`src/rtl/cursor_pkg.sv`:
```
package cursor_pkg;
    localparam int unsigned RGB_W     = 12;
    localparam int unsigned CODE_W    = 2;
    localparam int unsigned N_COLOURS = 3;

    typedef logic [RGB_W-1:0] rgb_t;

    typedef struct packed {
        rgb_t p0;
        rgb_t p1;
    } pix_pair_t;
endpackage

```
`src/rtl/cursor_fetch.sv`:
```
module cursor_fetch #(
    parameter int unsigned AW        = 16,
    parameter int unsigned IMG_BYTES = 8
) (
    input  logic                   clk,
    input  logic                   rst_n,
    input  logic                   frame_start,
    input  logic                   line_start,
    input  logic                   line_load,
    input  logic [AW-1:0]          base,
    input  logic                   mem_ack,
    input  logic [7:0]             mem_rdata,
    output logic                   mem_req,
    output logic [AW-1:0]          mem_addr,
    output logic                   busy,
    output logic [IMG_BYTES*8-1:0] image
);
    localparam int unsigned CNT_W = (IMG_BYTES > 1) ? $clog2(IMG_BYTES) : 1;
    localparam logic [CNT_W-1:0] LAST = CNT_W'(IMG_BYTES - 1);

    typedef struct packed {
        logic [AW-1:0]          addr;
        logic [CNT_W-1:0]       cnt;
        logic                   busy;
        logic [IMG_BYTES*8-1:0] image;
    } fetch_t;

    fetch_t st_d, st_q;

    always_comb begin
        st_d = st_q;
        if (st_q.busy && mem_ack) begin
            st_d.image[{st_q.cnt, 3'b000} +: 8] = mem_rdata;
            st_d.addr = st_q.addr + 1'b1;
            if (st_q.cnt == LAST) begin
                st_d.busy = 1'b0;
                st_d.cnt  = '0;
            end else begin
                st_d.cnt = st_q.cnt + 1'b1;
            end
        end
        if (line_start) begin
            st_d.busy = line_load;
            st_d.cnt  = '0;
        end
        if (frame_start) begin
            st_d.addr = base;
        end
    end

    always_ff @(posedge clk or negedge rst_n) begin
        if (!rst_n) st_q <= '0;
        else        st_q <= st_d;
    end

    assign mem_req  = st_q.busy;
    assign mem_addr = st_q.addr;
    assign busy     = st_q.busy;
    assign image    = st_q.image;
endmodule

```
`src/rtl/cursor_track.sv`:
```
module cursor_track #(
    parameter int unsigned HW         = 10,
    parameter int unsigned CUR_PIX    = 32,
    parameter int          TRIG_DELAY = 5,
    parameter int unsigned PTR_W      = 8
) (
    input  logic                    clk,
    input  logic                    rst_n,
    input  logic                    line_start,
    input  logic                    vact_in,
    input  logic [HW-1:0]           h_pos,
    input  logic [HW:0]             h_start,
    output logic signed [PTR_W-1:0] ptr_now,
    output logic                    line_act
);
    localparam logic signed [PTR_W-1:0] IDLE     = PTR_W'(CUR_PIX);
    localparam logic signed [PTR_W-1:0] OFF_EVEN = PTR_W'(-TRIG_DELAY);
    localparam logic signed [PTR_W-1:0] OFF_ODD  = PTR_W'(1 - TRIG_DELAY);
    localparam logic signed [PTR_W-1:0] STEP     = PTR_W'(2);

    typedef struct packed {
        logic signed [PTR_W-1:0] ptr;
        logic                    act;
    } track_t;

    track_t st_d, st_q;
    logic   hit;
    logic signed [PTR_W-1:0] eff;

    always_comb begin
        hit = st_q.act && (h_pos == h_start[HW:1]);
        if (line_start)        eff = IDLE;
        else if (hit)          eff = h_start[0] ? OFF_ODD : OFF_EVEN;
        else if (st_q.ptr < IDLE) eff = st_q.ptr + STEP;
        else                   eff = st_q.ptr;
        st_d     = st_q;
        st_d.ptr = eff;
        if (line_start) st_d.act = vact_in;
    end

    always_ff @(posedge clk or negedge rst_n) begin
        if (!rst_n) st_q <= '{ptr: IDLE, act: 1'b0};
        else        st_q <= st_d;
    end

    assign ptr_now  = eff;
    assign line_act = st_q.act;
endmodule

```
`src/rtl/cursor_mix.sv`:
```
module cursor_mix
    import cursor_pkg::*;
#(
    parameter int unsigned CUR_PIX = 32,
    parameter int unsigned PTR_W   = 8,
    parameter int unsigned LANES   = 2
) (
    input  logic signed [PTR_W-1:0]      ptr,
    input  logic                         enable,
    input  logic [CUR_PIX*CODE_W-1:0]    image,
    input  logic [N_COLOURS*RGB_W-1:0]   colours,
    input  logic [LANES*RGB_W-1:0]       pix_in,
    output logic [LANES*RGB_W-1:0]       pix_out
);
    localparam int unsigned IW = $clog2(CUR_PIX);
    localparam logic signed [PTR_W-1:0] LIMIT = PTR_W'(CUR_PIX);

    for (genvar g = 0; g < LANES; g++) begin : g_lane
        logic signed [PTR_W-1:0] idx;
        logic                    in_range;
        logic [CODE_W-1:0]       code;
        rgb_t                    src;
        rgb_t                    res;

        always_comb begin
            idx      = ptr + PTR_W'(g);
            in_range = !idx[PTR_W-1] && (idx < LIMIT);
            code     = image[{idx[IW-1:0], 1'b0} +: CODE_W];
            src      = pix_in[g*RGB_W +: RGB_W];
            res      = src;
            if (enable && in_range) begin
                case (code)
                    2'd1:    res = colours[0*RGB_W +: RGB_W];
                    2'd2:    res = colours[1*RGB_W +: RGB_W];
                    2'd3:    res = colours[2*RGB_W +: RGB_W];
                    default: res = src;
                endcase
            end
        end

        assign pix_out[g*RGB_W +: RGB_W] = res;
    end
endmodule

```
`src/rtl/cursor_overlay.sv`:
```
module cursor_overlay
    import cursor_pkg::*;
#(
    parameter int unsigned AW         = 16,
    parameter int unsigned HW         = 10,
    parameter int unsigned CUR_PIX    = 32,
    parameter int          TRIG_DELAY = 5
) (
    input  logic                       clk,
    input  logic                       rst_n,
    input  logic                       frame_start,
    input  logic                       line_start,
    input  logic                       vcur_active,
    input  logic [AW-1:0]              cur_base,
    input  logic [HW-1:0]              h_pos,
    input  logic [HW:0]                h_start,
    input  logic                       pix_visible,
    input  logic [N_COLOURS*RGB_W-1:0] cur_colours,
    input  logic [RGB_W-1:0]           pix0_in,
    input  logic [RGB_W-1:0]           pix1_in,
    output logic                       mem_req,
    output logic [AW-1:0]              mem_addr,
    input  logic                       mem_ack,
    input  logic [7:0]                 mem_rdata,
    output logic                       load_busy,
    output logic [RGB_W-1:0]           pix0_out,
    output logic [RGB_W-1:0]           pix1_out
);
    localparam int unsigned IMG_BYTES = CUR_PIX * CODE_W / 8;
    localparam int unsigned PTR_W     = $clog2(CUR_PIX) + 3;

    logic [IMG_BYTES*8-1:0]  image;
    logic                    busy;
    logic signed [PTR_W-1:0] ptr;
    logic                    line_act;
    logic [2*RGB_W-1:0]      mixed;
    pix_pair_t               out_d, out_q;

    cursor_fetch #(.AW(AW), .IMG_BYTES(IMG_BYTES)) u_fetch (
        .clk(clk), .rst_n(rst_n), .frame_start(frame_start),
        .line_start(line_start), .line_load(vcur_active), .base(cur_base),
        .mem_ack(mem_ack), .mem_rdata(mem_rdata), .mem_req(mem_req),
        .mem_addr(mem_addr), .busy(busy), .image(image)
    );

    cursor_track #(.HW(HW), .CUR_PIX(CUR_PIX), .TRIG_DELAY(TRIG_DELAY), .PTR_W(PTR_W)) u_track (
        .clk(clk), .rst_n(rst_n), .line_start(line_start), .vact_in(vcur_active),
        .h_pos(h_pos), .h_start(h_start), .ptr_now(ptr), .line_act(line_act)
    );

    cursor_mix #(.CUR_PIX(CUR_PIX), .PTR_W(PTR_W), .LANES(2)) u_mix (
        .ptr(ptr), .enable(line_act && !busy && pix_visible), .image(image),
        .colours(cur_colours), .pix_in({pix1_in, pix0_in}), .pix_out(mixed)
    );

    always_comb begin
        out_d.p0 = mixed[0 +: RGB_W];
        out_d.p1 = mixed[RGB_W +: RGB_W];
    end

    always_ff @(posedge clk or negedge rst_n) begin
        if (!rst_n) out_q <= '0;
        else        out_q <= out_d;
    end

    assign load_busy = busy;
    assign pix0_out  = out_q.p0;
    assign pix1_out  = out_q.p1;
endmodule

```
`config.mk`:
```
export PLATFORM = sky130hd
export DESIGN_NAME = cursor_overlay
export DESIGN_NICKNAME = d
export VERILOG_FILES = /design/src/rtl/cursor_pkg.sv /design/src/rtl/cursor_fetch.sv /design/src/rtl/cursor_track.sv /design/src/rtl/cursor_mix.sv /design/src/rtl/cursor_overlay.sv
export SDC_FILE = /design/constraint.sdc
export NUM_CORES = 1
export LEC_CHECK = 0
export BUFFER_PORTS_ARGS = -buffer_cell sky130_fd_sc_hd__buf_2
export CORE_MARGIN = 10
export CORE_UTILIZATION = 45
export DETAILED_ROUTE_END_ITERATION = 7
export GPL_TIMING_DRIVEN = 0
export PLACE_DENSITY = 0.69
export RECOVER_POWER = 50
export SLEW_MARGIN = 20
export SYNTH_ARGS = -nofsm -noshare
export SYNTH_HDL_FRONTEND = slang
export SYNTH_SLANG_ARGS = --single-unit
export TNS_END_PERCENT = 1
```
`constraint.sdc`:
```
create_clock -name clk -period 10 [get_ports clk]
set_input_delay 0.5 -clock clk [delete_from_list [all_inputs] [get_ports clk]]
set_output_delay 0.5 -clock clk [all_outputs]
set_load 0.05 [all_outputs]
```
# Yosys cells after proc, flatten, opt, wreduce, memory -nomap -nowiden
# Cells that the tools add are included.
# word_totals
romBits,0
mem_count,0
elab_cells,57
ramBits,0
in_bits,112
register_bits,117
latchBits,0
out_inout_bits,42
# op_classes
order_cmp,3
addsub,5
reduce_logical,15
n_div,0
mul,0
shift,4
n_bitwise,0
eq_ne,8
n_mux,14
# op_table
op,n
64-bit by 7-bit indexed part select with 2-bit output,2
84-bit 2-to-1 mux,1
12-bit case mux with 3 select lines,2
64-bit bitwise mux,1
8-bit by 8-bit variable shift with 64-bit output (first input constant),1
8-bit by 8-bit indexed part select with 64-bit output,1
8-bit by 7-bit < comparator with 1-bit output (second input constant),3
12-bit 2-to-1 mux,2
8-bit 2-to-1 mux,3
16-bit by 1-bit adder with 16-bit output (second input constant),1
16-bit 2-to-1 mux,1
10-bit equality test,1
8-bit by 2-bit adder with 8-bit output (second input constant),1
8-bit by 3-bit adder with 8-bit output (second input constant),1
2-bit equality test (second input constant),4
1-bit logical AND,8
6-bit negation with 8-bit output,1
3-bit 2-to-1 mux,2
2-bit nonzero test,3
2-bit by 1-bit equality test with 1-bit output (second input constant),2
4-bit 2-to-1 mux,1
3-bit by 1-bit adder with 3-bit output (second input constant),1
3-bit equality test (second input constant),1
1-bit zero test,3
other kinds (2),2

# Logic depth before layout (Yosys ltp)
# depth
ltp_word,9
depth_mapped,19
mapped_depth_nobuf,15

# Cells and area by module
# Synthesis repeated with hierarchy kept, for this count alone.
# unflattened
hier_cells,655
area_unflattened_um2,7652.3
# by_module_without_submodules
mod,instances,seq_area_each_um2,area_each_um2,cells_each
cursor_fetch,1,2102.0,4331.7,368
cursor_mix,1,0.0,2129.5,205
cursor_overlay,1,600.6,609.3,25
cursor_track,1,226.5,581.8,57

# Least setup slack after synthesis
# Ideal clock, no wire load.
# synth_timing
path_type,input to register
from,in h_start[9]
to,reg out_q (netlist bit pix1_out[10])
setup_slack_ns,5.503
arrival_ns,4.379
setup_time_ns,0.118
stages,17
t_required_ns,9.882
n_path_buf,5
cell_sequence,xnor2_1 > nand4_1 > nor4_4 > mux2i_4 > inv_6 > buf_12 > buf_6 > ha_1 > clkbuf_1 > clkbuf_1 > mux4_2 > o311ai_0 > o31a_2 > buf_4 > mux2i_1 > o22ai_1 > a21o_1
# synth_between
elab_chain_len,9
elab_cells_between_ends,15
classes_between,add/sub: 1; order compare: 1; eq/ne: 4; shift: 1; mux: 4; reduce/logical: 4
# synth_rtl
element,line_no,rtl
start: declaration,cursor_overlay.sv:16,"input logic [HW:0] h_start,"
10-bit equality test *,cursor_track.sv:31,hit = st_q.act && (h_pos == h_start[HW:1]);
1-bit logical AND *,cursor_track.sv:31,
8-bit 2-to-1 mux *,cursor_track.sv:33,else if (hit) eff = h_start[0] ? OFF_ODD : OFF_EVEN;
8-bit 2-to-1 mux *,cursor_track.sv:32,if (line_start) eff = IDLE;
net ptr[0],cursor_overlay.sv:34,logic signed [PTR_W-1:0] ptr;
8-bit by 2-bit adder with 8-bit output *,cursor_mix.sv:26,idx = ptr + PTR_W'(g);
64-bit by 7-bit indexed part select with 2-bit output (tied with other cells),cursor_mix.sv:28,"code = image[{idx[IW-1:0], 1'b0} +: CODE_W];"
2-bit equality test (tied with other cells),cursor_mix.sv:32,case (code)
12-bit case mux with 3 select lines or 1-bit logical AND (tied branches),"cursor_mix.sv:32, cursor_mix.sv:31",
12-bit 2-to-1 mux *,cursor_mix.sv:31,if (enable && in_range) begin
net mixed[22],cursor_overlay.sv:36,logic [2*RGB_W-1:0] mixed;
end signal: assignment,cursor_overlay.sv:63,else out_q <= out_d;
end: declaration,cursor_overlay.sv:37,"pix_pair_t out_d, out_q;"
# The timed path passes the listed nets; every way through them passes the cells marked *.
# A chain may end at the register's enable or synchronous reset.

# Final worst setup path
# layout_timing
from,reg u_track.st_q (netlist bit u_track.line_act)
to,reg out_q (netlist bit pix1_out[10])
# layout_between
elab_chain_len,8
elab_cells_between_ends,16
classes_between,add/sub: 1; order compare: 1; eq/ne: 3; shift: 1; mux: 4; reduce/logical: 6
# layout_rtl
element,line_no,rtl
start: declaration,cursor_track.sv:26,"track_t st_d, st_q;"
start signal: assignment,cursor_track.sv:42,"if (!rst_n) st_q <= '{ptr: IDLE, act: 1'b0};"
start signal: assignment,cursor_track.sv:43,else st_q <= st_d;
1-bit logical AND *,cursor_track.sv:31,
8-bit 2-to-1 mux *,cursor_track.sv:33,
8-bit 2-to-1 mux *,cursor_track.sv:32,
net ptr[0],cursor_overlay.sv:34,
8-bit by 2-bit adder with 8-bit output *,cursor_mix.sv:26,
64-bit by 7-bit indexed part select with 2-bit output (tied with other cells),cursor_mix.sv:28,
2-bit equality test (tied with other cells),cursor_mix.sv:32,
12-bit case mux with 3 select lines or 1-bit logical AND (tied branches),"cursor_mix.sv:32, cursor_mix.sv:31",
12-bit 2-to-1 mux *,cursor_mix.sv:31,
net mixed[22],cursor_overlay.sv:36,
# Marks and branches as above.

==> flow_summary.yaml <==
die:
  fp-row-count: 47
  dieArea_um2: 22500
  start_util_pct: 45.8
  ios: 154
  core_area_um2: 16600
  die_h_um: 150
  die_w_um: 150
worst_setup_path:
  required_ns: 10.30
  ff2ff_path_depth: 16
  r2r_start: "u_track.line_act"
  worstSetupPathType: "flip-flop to flip-flop"
  cp-start-kind: "flip-flop"
  cp_top_family: "buffers and inverters"
  path_max_fanout: 11
  r2r-end: "pix1_out[10]"
  critPathSlowestCell: "nor4_4"
  end_kind: "flip-flop"
  r2r_slack_ns: 4.63
  crit_chain: "nand3_4 -> nor4_4 -> mux2i_4 -> inv_6 -> buf_12 -> buf_6 -> ha_1 -> clkbuf_1 -> clkbuf_1 -> nor2_1 -> a2111oi_0 -> o31a_2 -> buf_4 -> mux2i_1 -> o22ai_1 -> a21o_1"
  cp.buffers_inverters: 6
  path_common_cell: "clkbuf_1"
  crit_arrival_ns: 5.67
  max_stage_delay_ns: 0.62
worst_hold_path:
  hp-class: "primary input to flip-flop"
  min_from: "cur_base[10]"
  whs_path_depth: 3
  min_to: "u_fetch.mem_addr[10]"
sta:
  finClkSkew_ns: 0.00603
  setup_viol: 0
  hold_viol: 0
  final-max-slew-violation-count: 120
  setup_tns_ns: 0
  tightest_slew_ns: 3.46
  rsz0062_at_grt: "no"
  slew_headroom_pct: -131
  finalCritPeriodShare_pct: 53.7
  setup_ws_ns: 4.63
  post-route-min-period_ns: 5.37
  fmax_ghz: 0.186
clocking:
  post_cts_buffers: 0
  h-tree-depth: 4
  numCtsBuffers: 17
  clock_latency_ns: 0.42
  cts_resized: 0
  cts_tree: "done"
  cts_sinks: 117
  cts_hold_buf: 0
  root_buffer: "clkbuf_16"
  path_clk_slew_ns: 0.06
  clk_path_buf_depth: 2
detailed_routing:
  drt_pass1_iterations: 5
  wire_per_inst_um: 21.5
  totalWireLength_um: 25000
  via_per_inst: 5.91
  route.detailed.drc: 0
  ant_nets: 0
  drt_iter0_drc: 610
  num_vias: 6850
global_route:
  grt-ovfl-total: 0
  grt.met2_usage_pct: 33.9
  busiest_layer: "met2"
  grt_pass1_vias: 6729
  met1_usage_pct: 29.2
  met3_usage_pct: 3.99
  grt_pass1_wl_um: 38300
  grt_max_degree: 66
  grt_use_total_pct: 21.7
  antenna_found_initial: 0
finish:
  final_nets: 1047
  antenna_cells: 0
  final_core_util_pct: 55.8
  area_growth_pct: 22.0
  design_area_um2: 9260
  fill_cells: 1504
  drive_gt1_share_pct: 32.6
placement:
  dp_slack_ns: 4.31
  dp_hpwl_um: 19000
  placed_cell_area_um2: 8660
  place_congestion: 0.980
  placement.io_buffers: 152
synth:
  ys_seq_area_share_pct: 38.6
  netlist_area_um2: 7590
  yosysUniqueCellTypes: 88
  synth.net_count: 875
  syn_avg_cell_area_um2: 10.0
  synthFlopType: "dfrtp_1"
  synth_cells: 756
  async_flop_share_pct: 100
  synth-edff-count: 0
  ys_warn_count: 0
  ys_ff_latch: 117
outcome:
  violations: "capacitance limit, slew limit"
  status: "complete, but fails checks"
pwr:
  peakVddDrop_mv: 0.118
  power.total_mw: 1.49
  leakagePower_nw: 3.95
  powerDensity_nw_per_um2: 161
run:
  drv_cap: 2
==> cells in the mapped netlist (5+ instances only) <==
| cell type | number | area share, % |
|---|---|---|
| o211ai_1 | 5 | 0.49 |
| buf_2 | 7 | 0.46 |
| ha_1 | 7 | 1.2 |
| inv_1 | 14 | 0.69 |
| a221o_1 | 14 | 1.8 |
| nand4_1 | 8 | 0.66 |
| xnor2_1 | 19 | 2.2 |
| and2_1 | 5 | 0.41 |
| dfrtp_1 | 116 | 38 |
| clkbuf_1 | 18 | 0.89 |
| nand2b_1 | 8 | 0.66 |
| nor3_1 | 21 | 1.4 |
| a211oi_1 | 8 | 0.79 |
| a31oi_1 | 7 | 0.58 |
| a211oi_2 | 9 | 1.5 |
| mux2i_1 | 28 | 3.7 |
| xor2_1 | 8 | 0.92 |
| and3_1 | 6 | 0.49 |
| nor4_1 | 5 | 0.41 |
| or3_1 | 8 | 0.66 |
| nor2_1 | 61 | 3.0 |
| buf_6 | 5 | 0.74 |
| nor2b_1 | 26 | 2.1 |
| mux4_2 | 9 | 2.7 |
| o21ai_0 | 35 | 2.3 |
| o22ai_1 | 7 | 0.58 |
| a21oi_1 | 25 | 1.6 |
| mux2_2 | 63 | 9.3 |
| o21a_1 | 5 | 0.49 |
| nand3_1 | 20 | 1.3 |
| buf_4 | 20 | 2.0 |
| nand2_1 | 63 | 3.1 |
==> worst min-delay path, stage by stage <==
cell	delay (ns)
buf_2	0.08
nand2_1	0.04
o21ai_0	0.05
==> logic make-up (layout without fill, tap and decap cells) <==
family	Yosys count	after routing	synth area share (%)
simple gates	248	248	16.5
compound gates	180	180	18.4
flops	117	117	38.6
mux	102	102	16.2
buf+inv	72	256	5.44
xor+xnor	30	30	3.76
fa+ha+maj	7	7	1.15
==> cell type report <==
type / instances / area (µm²) / share of cell area (%)
inverters: 20 / 80.1 / 0.865
flip-flops and latches: 117 / 2930 / 31.6
repair buffers: 153 / 741 / 8.00
multi-input cells: 567 / 4250 / 45.9
clock inverters: 10 / 203 / 2.19
clock buffers: 21 / 450 / 4.86
plain buffers: 52 / 333 / 3.59
well taps: 220 / 275 / 2.97
==> stage by stage <==
| step | cells | hold WS (ns) |
|---|---|---|
| final | 1160 | 0.287 |
| after global routing | 1160 | 0.299 |
| after CTS | 1160 | 0.0521 |
| after detailed placement | 1129 | 0.491 |
| after global placement | 1128 | 0.514 |
| after floorplan | 756 | 0.204 |
==> how the worst max path moves through the flow <==
stage / from / end / slack [ns] / cells after the start
2_1_floorplan: h_start[9] / pix1_out[10] / 5.50 / 17
3_3_place_gp: h_start[9] / pix1_out[4] / 4.32 / 19
3_5_place_dp: h_start[10] / pix1_out[1] / 4.31 / 19
4_1_cts: u_track.line_act / pix1_out[10] / 4.66 / 16
5_1_grt: rst_n / pix0_out[9] / 3.35 / 2
6_report: u_track.line_act / pix1_out[10] / 4.63 / 16
==> metal layers <==
| metal | part of all wire, % | routed length, µm |
|---|---|---|
| met5 | 0 | 0 |
| met4 | 2.5 | 635 |
| met3 | 7.8 | 1940 |
| met2 | 47 | 11700 |
| met1 | 43 | 10700 |
==> layout by cell type (no fill, tap or decap), types with 14 or more instances in the layout <==
cell | netlist | final
a21oi_1 | 25 | 25
a221o_1 | 14 | 14
buf_2 | 7 | 140
buf_4 | 20 | 20
clkbuf_1 | 18 | 41
clkbuf_16 | 0 | 17
dfrtp_1 | 116 | 116
inv_1 | 14 | 14
mux2_2 | 63 | 63
mux2i_1 | 28 | 28
nand2_1 | 63 | 63
nand3_1 | 20 | 20
nor2_1 | 61 | 61
nor2b_1 | 26 | 26
nor3_1 | 21 | 21
o21ai_0 | 35 | 35
xnor2_1 | 19 | 19
==> where the power goes <==
| part | internal (mW) | total [mW] | switching, mW |
|---|---|---|---|
| logic | 0.108 | 0.270 | 0.162 |
| registers | 0.504 | 0.537 | 0.0336 |
| clock network | 0.471 | 0.687 | 0.217 |
| total | 1.08 | 1.49 | 0.412 |
(Power assumes the default switching activity.)
